==> config.mk <==
export PLATFORM = sky130hd
export DESIGN_NAME = pgrom_seq
export DESIGN_NICKNAME = d
export VERILOG_FILES = /design/src/rtl/pgrom_pkg.sv /design/src/rtl/pgrom_pagechk.sv /design/src/rtl/pgrom_cycle.sv /design/src/rtl/pgrom_seq.sv
export SDC_FILE = /design/constraint.sdc
export NUM_CORES = 1
export LEC_CHECK = 0
export BUFFER_PORTS_ARGS = -buffer_cell sky130_fd_sc_hd__buf_2
export CAP_MARGIN = 30
export CORE_MARGIN = 2
export CORE_UTILIZATION = 41
export CTS_BUF_LIST = sky130_fd_sc_hd__clkbuf_4 sky130_fd_sc_hd__clkbuf_8 sky130_fd_sc_hd__clkbuf_16
export CTS_CLUSTER_DIAMETER = 60
export DETAILED_ROUTE_END_ITERATION = 10
export GPL_ROUTABILITY_DRIVEN = 1
export HOLD_SLACK_MARGIN = 0.12
export PLACE_DENSITY = 0.65
export SETUP_SLACK_MARGIN = 0.4
export SLEW_MARGIN = 20
export SYNTH_ARGS = -nofsm -noshare
export SYNTH_HDL_FRONTEND = slang
export SYNTH_HIERARCHICAL = 1
export SYNTH_SLANG_ARGS = --single-unit
==> constraint.sdc <==
create_clock -name clk -period 4.28 [get_ports clk]
set_clock_uncertainty 0.2 [all_clocks]
set_input_delay 0.214 -clock clk [delete_from_list [all_inputs] [get_ports clk]]
set_output_delay 0.214 -clock clk [all_outputs]
set_load 0.02 [all_outputs]
==> src/rtl/pgrom_pkg.sv <==
package pgrom_pkg;

    localparam int unsigned BUS_BYTES = 4;
    localparam logic [1:0]  SIZE_CODE_RST = 2'b10;

    typedef enum logic [1:0] {
        ST_IDLE = 2'd0,
        ST_ACC  = 2'd1,
        ST_GAP  = 2'd2
    } seq_state_e;

    typedef struct packed {
        logic       page_on;
        logic [1:0] cyc_code;
        logic [1:0] size_code;
    } pg_cfg_t;

    // Cycles for one in-page access: code + 1.
    function automatic logic [2:0] page_cycles(input logic [1:0] code);
        return {1'b0, code} + 3'd1;
    endfunction

    // Lowest address bit that names the page: 6 for 64 bytes down to 3 for 8.
    function automatic logic [2:0] page_shift(input logic [1:0] code);
        return 3'd6 - {1'b0, code};
    endfunction

endpackage

==> src/rtl/pgrom_pagechk.sv <==
module pgrom_pagechk
    import pgrom_pkg::*;
#(
    parameter int unsigned AW = 24
) (
    input  logic [AW-1:0] cur_addr,
    input  logic [1:0]    size_code,
    output logic [AW-1:0] next_addr,
    output logic          same_page
);
    logic [2:0] shift;

    assign next_addr = cur_addr + AW'(BUS_BYTES);
    assign shift     = page_shift(size_code);

    always_comb begin
        same_page = 1'b1;
        for (int i = 0; i < AW; i++) begin
            if ((i >= int'(shift)) && (cur_addr[i] != next_addr[i])) begin
                same_page = 1'b0;
            end
        end
    end
endmodule

==> src/rtl/pgrom_cycle.sv <==
module pgrom_cycle #(
    parameter int unsigned CW = 4
) (
    input  logic          clk,
    input  logic          rst,
    input  logic          load,
    input  logic [CW-1:0] load_val,
    output logic          last
);
    logic [CW-1:0] cnt;

    always_ff @(posedge clk) begin
        if (rst) begin
            cnt <= '0;
        end else if (load) begin
            cnt <= load_val;
        end else if (cnt != '0) begin
            cnt <= cnt - CW'(1);
        end
    end

    assign last = (cnt == CW'(1));
endmodule

==> src/rtl/pgrom_seq.sv <==
module pgrom_seq
    import pgrom_pkg::*;
#(
    parameter int unsigned ADDR_W = 24,
    parameter int unsigned LEN_W  = 6,
    parameter int unsigned WAIT_W = 4
) (
    input  logic              clk,
    input  logic              rst,
    input  logic              req_valid,
    input  logic [ADDR_W-1:0] req_addr,
    input  logic [LEN_W-1:0]  req_len,
    input  logic              req_page_region,
    output logic              req_ready,
    output logic              rd_valid,
    output logic [31:0]       rd_data,
    input  logic              cfg_page_en,
    input  logic [1:0]        cfg_page_cyc,
    input  logic [1:0]        cfg_page_size,
    input  logic [WAIT_W-1:0] cfg_wait,
    output logic [ADDR_W-1:0] mem_addr,
    output logic              mem_cs,
    output logic              mem_rd,
    input  logic [31:0]       mem_data
);
    localparam int unsigned CW = (WAIT_W > 3) ? WAIT_W : 3;

    seq_state_e        state;
    logic [ADDR_W-1:0] cur_addr;
    logic [LEN_W-1:0]  remain;
    pg_cfg_t           cap_cfg;
    logic [CW-1:0]     cap_first;
    logic              rd_valid_q;
    logic [31:0]       rd_data_q;

    logic [CW-1:0]     wait_ext;
    logic [CW-1:0]     min_first;
    logic [CW-1:0]     first_now;
    logic [CW-1:0]     page_len;
    logic              load;
    logic [CW-1:0]     load_val;
    logic              acc_last;
    logic [ADDR_W-1:0] next_addr;
    logic              same_page;
    logic              stay_page;

    // First-access length, clamped to page cycles + 1.
    assign wait_ext  = CW'(cfg_wait);
    assign min_first = CW'(page_cycles(cfg_page_cyc) + 3'd1);
    assign first_now = (wait_ext > min_first) ? wait_ext : min_first;
    assign page_len  = CW'(page_cycles(cap_cfg.cyc_code));

    pgrom_pagechk #(.AW(ADDR_W)) u_page (
        .cur_addr  (cur_addr),
        .size_code (cap_cfg.size_code),
        .next_addr (next_addr),
        .same_page (same_page)
    );

    pgrom_cycle #(.CW(CW)) u_cyc (
        .clk      (clk),
        .rst      (rst),
        .load     (load),
        .load_val (load_val),
        .last     (acc_last)
    );

    assign stay_page = cap_cfg.page_on && same_page;

    always_comb begin
        load     = 1'b0;
        load_val = '0;
        unique case (state)
            ST_IDLE: begin
                if (req_valid) begin
                    load     = 1'b1;
                    load_val = first_now;
                end
            end
            ST_ACC: begin
                if (acc_last && (remain != LEN_W'(1)) && stay_page) begin
                    load     = 1'b1;
                    load_val = page_len;
                end
            end
            ST_GAP: begin
                if (remain != '0) begin
                    load     = 1'b1;
                    load_val = cap_first;
                end
            end
            default: ;
        endcase
    end

    always_ff @(posedge clk) begin
        if (rst) begin
            state      <= ST_IDLE;
            cur_addr   <= '0;
            remain     <= '0;
            cap_cfg    <= '{page_on: 1'b0, cyc_code: 2'b00, size_code: SIZE_CODE_RST};
            cap_first  <= '0;
            rd_valid_q <= 1'b0;
            rd_data_q  <= '0;
        end else begin
            rd_valid_q <= 1'b0;
            unique case (state)
                ST_IDLE: begin
                    if (req_valid) begin
                        state     <= ST_ACC;
                        cur_addr  <= req_addr & ~ADDR_W'(BUS_BYTES - 1);
                        remain    <= (req_len == '0) ? LEN_W'(1) : req_len;
                        cap_cfg   <= '{page_on:   cfg_page_en & req_page_region,
                                       cyc_code:  cfg_page_cyc,
                                       size_code: cfg_page_size};
                        cap_first <= first_now;
                    end
                end
                ST_ACC: begin
                    if (acc_last) begin
                        rd_valid_q <= 1'b1;
                        rd_data_q  <= mem_data;
                        remain     <= remain - LEN_W'(1);
                        if (remain == LEN_W'(1)) begin
                            state <= ST_GAP;
                        end else begin
                            cur_addr <= next_addr;
                            state    <= stay_page ? ST_ACC : ST_GAP;
                        end
                    end
                end
                ST_GAP: begin
                    state <= (remain == '0) ? ST_IDLE : ST_ACC;
                end
                default: state <= ST_IDLE;
            endcase
        end
    end

    assign req_ready = (state == ST_IDLE);
    assign mem_cs    = (state == ST_ACC);
    assign mem_rd    = (state == ST_ACC);
    assign mem_addr  = cur_addr;
    assign rd_valid  = rd_valid_q;
    assign rd_data   = rd_data_q;
endmodule

Yosys cells after proc, flatten, opt, wreduce, memory -nomap -nowiden
Index checks and enable logic that the tools add are counted.
Widths: inputs -> output; s select.
{"block": "word_totals", "wordCells": 132, "in_bits": 75, "out_inout_bits": 60, "reg_bits": 78}
{"block": "op_classes", "eq_ne": 32, "reduce_logical": 23, "n_mux": 50, "add_sub_neg": 7, "bitwise": 2, "magnitude_cmp": 8}
{"operator": "$mux 24", "n": 3}
{"operator": "$pmux 24 s2", "n": 1}
{"operator": "$mux 1", "n": 29}
{"operator": "$add 24x3->24 const B", "n": 1}
{"operator": "$ne 1x1->1", "n": 24}
{"operator": "$mux 4", "n": 5}
{"operator": "$mux 6", "n": 3}
{"operator": "$logic_not 6->1", "n": 2}
{"operator": "$pmux 4 s3", "n": 1}
{"operator": "$pmux 6 s2", "n": 1}
{"operator": "$logic_and 1x1->1", "n": 10}
{"operator": "$ge 3x3->1 const A", "n": 3}
{"operator": "$mux 2", "n": 4}
{"operator": "$add 2x1->3 const B", "n": 2}
{"operator": "$eq 6x1->1 const B", "n": 1}
{"operator": "$ge 1x3->1 const A", "n": 2}
{"operator": "$ge 2x3->1 const A", "n": 2}
{"operator": "$ne 6x1->1 const B", "n": 1}
{"operator": "$pmux 2 s3", "n": 1}
{"operator": "$reduce_and 2->1", "n": 3}
{"operator": "$reduce_bool 6->1", "n": 1}
{"operator": "$sub 6x1->6 const B", "n": 1}
{"operator": "$add 3x1->4 const B", "n": 1}
{"operator": "$eq 4x1->1 const B", "n": 1}
{"operator": "17 further kinds", "n": 19}

Depth between registers and ports, before layout
{"block": "logic_depth", "ltp_word": 32, "mapped_depth": 11, "mapped_depth_nobuf": 11}

By module
The synthesis kept the hierarchy.
{"module": "pgrom_seq", "seq_area_each_um2": 1481.4, "instances": 1, "cells_per_inst": 425, "area_each_um2": 3412.0}
{"module": "pgrom_pagechk", "seq_area_each_um2": 0.0, "instances": 1, "cells_per_inst": 70, "area_each_um2": 504.2}
{"module": "pgrom_cycle", "seq_area_each_um2": 80.1, "instances": 1, "cells_per_inst": 27, "area_each_um2": 246.5}

Least setup slack after synthesis
Ideal clock, no wire load.
{"block": "synth_path", "path_kind": "reg-to-reg", "start": "register cur_addr[3], in the netlist mem_addr[3]", "end": "register u_cyc.cnt[0]", "synth_period_minus_slack_ps": 2820, "path_stages_with_launch": 11, "slack_ps": 1460, "arrival_time_ps": 2496, "setup_time_ps": 124, "n_path_buf": 0, "required_time_ps": 3956, "path_cell_list": "dfxtp_1 ha_1 xor2_1 or4_1 a21oi_1 a2bb2oi_1 nand2_1 a211oi_1 o21bai_1 or2_2 o22ai_1"}
{"block": "synth_between", "elab_chain_len": 29, "elab_cells_between_ends": 55, "classes_between": "1 x add/sub; 21 x eq/ne; 26 x mux; 7 x reduce/logical"}
{"item": "from (decl)", "line_no": "pgrom_seq.sv:29", "source": "logic [ADDR_W-1:0] cur_addr;"}
{"item": "from (signal assigned)", "line_no": "pgrom_seq.sv:111", "source": "cur_addr <= req_addr & ~ADDR_W'(BUS_BYTES - 1);"}
{"item": "from (signal assigned)", "line_no": "pgrom_seq.sv:127", "source": "cur_addr <= next_addr;"}
{"item": "$add 24x3->24 *", "line_no": "pgrom_pagechk.sv:13", "source": "assign next_addr = cur_addr + AW'(BUS_BYTES);"}
{"item": "via next_addr[3]", "line_no": "pgrom_seq.sv:43", "source": "logic [ADDR_W-1:0] next_addr;"}
{"item": "$ne 1x1->1 *", "line_no": "pgrom_pagechk.sv:19", "source": "if ((i >= int'(shift)) && (cur_addr[i] != next_addr[i])) begin"}
{"item": "$logic_and 1x1->1 *", "line_no": "pgrom_pagechk.sv:19"}
{"item": "$mux 1 * (21 in a row)", "line_no": "pgrom_pagechk.sv:19"}
{"item": "via same_page", "line_no": "pgrom_seq.sv:44", "source": "logic same_page;"}
{"item": "$logic_and 1x1->1 *", "line_no": "pgrom_seq.sv:68", "source": "assign stay_page = cap_cfg.page_on && same_page;"}
{"item": "$logic_and 1x1->1 *", "line_no": "pgrom_seq.sv:81", "source": "if (acc_last && (remain != LEN_W'(1)) && stay_page) begin"}
{"item": "$mux 1 *", "line_no": "pgrom_seq.sv:81"}
{"item": "$pmux 1 s3 *", "line_no": "pgrom_seq.sv:73", "source": "unique case (state)"}
{"item": "via load", "line_no": "pgrom_seq.sv:40", "source": "logic load;"}
{"item": "$mux 4 / $reduce_bool 2->1 (equally long branches)"}
{"item": "to (signal assigned)", "line_no": "pgrom_cycle.sv:16", "source": "cnt <= load_val;"}
{"item": "to (signal assigned)", "line_no": "pgrom_cycle.sv:18", "source": "cnt <= cnt - CW'(1);"}
{"item": "to (decl)", "line_no": "pgrom_cycle.sv:10", "source": "logic [CW-1:0] cnt;"}
The timed path passes the listed nets; every way through them passes the cells marked *.
A chain may end at the register's enable or synchronous reset.

Worst setup path after layout
{"block": "layout_path", "start": "register cap_cfg[0] (netlist bit)", "end": "register u_cyc.cnt[0]"}
{"block": "layout_between", "elab_chain_len": 32, "elab_cells_between_ends": 47, "classes_between": "1 x add/sub; 7 x order compare; 29 x mux; 10 x reduce/logical"}
{"item": "from (decl)", "line_no": "pgrom_seq.sv:31", "source": "pg_cfg_t cap_cfg;"}
{"item": "from (signal assigned)", "line_no": "pgrom_seq.sv:101", "source": "cap_cfg <= '{page_on: 1'b0, cyc_code: 2'b00, size_code: SIZE_CODE_RST};"}
{"item": "from (signal assigned)", "line_no": "pgrom_seq.sv:113", "source": "cap_cfg <= '{page_on: cfg_page_en & req_page_region,"}
{"item": "$sub 3x2->3 *", "line_no": "pgrom_pkg.sv:25", "source": "return 3'd6 - {1'b0, code};"}
{"item": "$ge 1x3->1", "line_no": "pgrom_pagechk.sv:19"}
{"item": "$logic_and 1x1->1", "line_no": "pgrom_pagechk.sv:19"}
{"item": "$mux 1 (6 in a row)", "line_no": "pgrom_pagechk.sv:19"}
{"item": "$mux 1 * (18 in a row)", "line_no": "pgrom_pagechk.sv:19"}
{"item": "via same_page", "line_no": "pgrom_seq.sv:44"}
{"item": "$logic_and 1x1->1 *", "line_no": "pgrom_seq.sv:68"}
{"item": "$logic_and 1x1->1 *", "line_no": "pgrom_seq.sv:81"}
{"item": "$mux 1 *", "line_no": "pgrom_seq.sv:81"}
{"item": "$pmux 1 s3 *", "line_no": "pgrom_seq.sv:73"}
{"item": "via load", "line_no": "pgrom_seq.sv:40"}
{"item": "$mux 4 / $reduce_bool 2->1 (equally long branches)"}
Marks and branches as above.

==> flow_summary.toml <==
[run_status]
outcome = "finished, final reports clean"

[floorplanning]
core_um2 = 9820
dieArea_um2 = 11000
top_level_ports = 135
fp.dieW_um = 105
start_util_pct = 42.4
rows = 36
dieHeight_um = 105

[clocking]
root_buffer = "clkbuf_8"
cts_htree_levels = 3
cts_sinks = 78
cts_tree = "done"
postCtsSetupRepairBufs = 0
numCtsBuffers = 9
clk_latency_ns = 0.35
cts_max_path_buffers = 2
clk_pin_slew_ns = 0.08

[sta]
worst-slew-pin-transition_ns = 0.590
finalWorstPathRequiredPeriod_ns = 3.06
setup_viol = 0
fin_crit_sh_pct = 71.5
clock.fmax_mhz = 327
rsz0062_at_grt = "false"
drv_slew = 0
setup_tns_ns = 0
finalHoldViolations = 0
layout_setup_ws_ns = 1.22
slew_headroom_pct = 60.7

[placement]
dp_hpwl_um = 7360
place_congestion = 0.799
io_buffers = 132
place_ws_ns = 1.21
dp.cells = 755
post_dp_cell_area_um2 = 4840

[worst_setup_path]
critical_path.max_fanout = 7
cp_data_arrival_time_ns = 3.07
path_class = "reg -> reg"
required_ns = 4.29
crit_path_end_kind = "flip-flop"
crit_path_start_kind = "flip-flop"

[routing]
first_pass_iters = 4
vias = 4291
wl_per_cell_um = 13.7
routed_wl_um = 11500
routed_via_density = 5.08
ant_nets = 0
drt_iter0_markers = 236
drc_errors = 0

[synthesis]
synth_flop_cell = "dfxtp_1"
avgSynthCellArea_um2 = 7.97
synth_edf_count = 0
post-synth-top-count-cell = "nand2_1"
synth_common_cells = "nand2_1 (139), dfxtp_1 (78), a21oi_1 (53), nor2_1 (38)"
syn-cell-area_um2 = 4160
ys_types = 51
syn_nets = 611
ys_seq_elements = 78
seq_area_frac_synth_pct = 37.5
synth_area_leaders = "dfxtp_1 (38%), nand2_1 (13%), a311oi_2 (7.2%)"
yosysWarnings = 6
async_reset_ff_share_pct = 0
synthCells = 522
synth_top_area_cell = "dfxtp_1"
netlist.area_leader.share_pct = 37.5

[pwr]
leakagePower_nw = 2.46
power_frac_seq_pct = 39.1
p_total_mw = 2.49
intPower_mw = 1.54
switching_share_pct = 38.2
clockPowerShare_pct = 22.4
powerDensity_nw_per_um2 = 430
irDropWorstVdd_mv = 0.195
combinationalPowerShare_pct = 38.5
switching_power_uw = 950

[final_layout]
nNetsFinal = 795
layout-drive-gt1-share_pct = 26.3
antenna_cells = 0
areaGrowthSynthToFinish_pct = 39.0
fin_cells = 844
design_area_um2 = 5790

[min_path]
hold_path.class = "in -> reg"

[global_routing]
antenna_found_initial = 0
grt_usage_pct = 20.7
grt_pass1_wl_um = 18900
grt_pass1_vias = 4041
grt_max_degree = 55
grt_overflow = 0

[run]
cap_violations = 0
-- timing repair --
action	CTS	global route
hold endpoints to repair	71	0
gates resized for setup	0	0
hold buffers	71	0
-- power by group through the flow --
stage | logic (mW) | registers, mW | clock network [mW]
floorplan | 0.614 | 1.05 | 0
CTS | 0.957 | 0.969 | 0.576
finish | 0.957 | 0.971 | 0.558
global placement | 0.873 | 0.977 | 0
global route | 1.06 | 0.990 | 0.609
detailed placement | 0.900 | 0.984 | 0
-- path summary, 6_finish.rpt --
path                       startpoint                   endpoint  slack [ns]  cells past startpoint
min reg2reg  rd_data[18]$_SDFFE_PP0P_   rd_data[18]$_SDFFE_PP0P_        0.25                      2
max           cap_cfg[0]$_SDFFE_PP0P_  u_cyc/cnt[0]$_SDFFE_PP0P_        1.22                     10
max reg2reg   cap_cfg[0]$_SDFFE_PP0P_  u_cyc/cnt[0]$_SDFFE_PP0P_        1.22                     10
min                       cfg_wait[1]  cap_first[1]$_SDFFE_PP0P_        0.14                      3
-- layout make-up --
type	count	area, um2
clock buffer	11	139
clock inverter	5	60.1
fill	896	4030
inverter	11	41.3
multi-input combinational	395	2360
sequential	78	1560
tap	133	166
timing repair buffer	211	1460
-- placed cells by master, fill, tap and decap left out, types with 2 or more instances in the layout --
master	count
inv_1	11
nand3b_1	4
nand4_1	6
o21ai_0	8
clkbuf_8	9
dlygate4sd3_1	71
dfxtp_1	78
buf_4	6
ha_1	14
nor3b_1	2
and2_1	2
clkbuf_4	2
buf_2	132
and4_1	3
a311oi_2	20
clkinv_4	2
a22oi_1	2
or2_2	3
xnor2_1	19
nand2_1	139
a21o_1	5
or3_1	2
and3_1	6
nor2_1	38
a311oi_1	5
a21oi_1	53
a211oi_1	3
xor2_1	4
nand2b_1	5
or4_1	4
o22ai_1	2
nor4_1	3
nand3_1	20
nor3_1	4
-- flip-flops by register name (all words and copies together), names as in the netlist --
signal / count
rd_valid: 1
cap_cfg: 5
u_cyc/cnt: 4
rd_data: 32
cap_first: 4
remain: 6
state: 2
mem_addr: 24
-- critical path: stages, from the launching register on --
cell       delay, ns
dfxtp_1         0.35
inv_1           0.09
ha_1            0.29
or4_1           0.52
a21oi_1         0.16
a2bb2oi_1       0.18
nand2_1         0.10
a211oi_1        0.43
o21bai_1        0.34
or2_2           0.21
o22ai_1         0.06
-- through the flow --
step / utilization (%) / hold WS [ns]
floorplan: - / 0.0764
global placement: 49.2 / 0.239
detailed placement: 49.3 / 0.235
CTS: 58.6 / 0.123
global route: 58.9 / 0.177
finish: 58.9 / 0.139
-- logic make-up (layout without fill, tap and decap cells) --
logic type,after synthesis,in the layout,share of synthesized area [%]
AOI/OAI and AO/OA,109,109,20.0
xor gates and xnor gates,23,23,4.84
adders and majority gates,14,14,4.21
buffers and inverters,49,238,5.98
DFF,78,78,37.5
muxes,2,2,0.511
and+or+nand+nor,247,247,27.0
-- metal layers --
metal | share of wire (%) | track usage, %
met2 | 50 | 35.3
met1 | 44 | 25.9
met5 | 0 | 0
met4 | 2.7 | 8.67
met3 | 3.6 | 3.43
(Power assumes the default switching activity.)
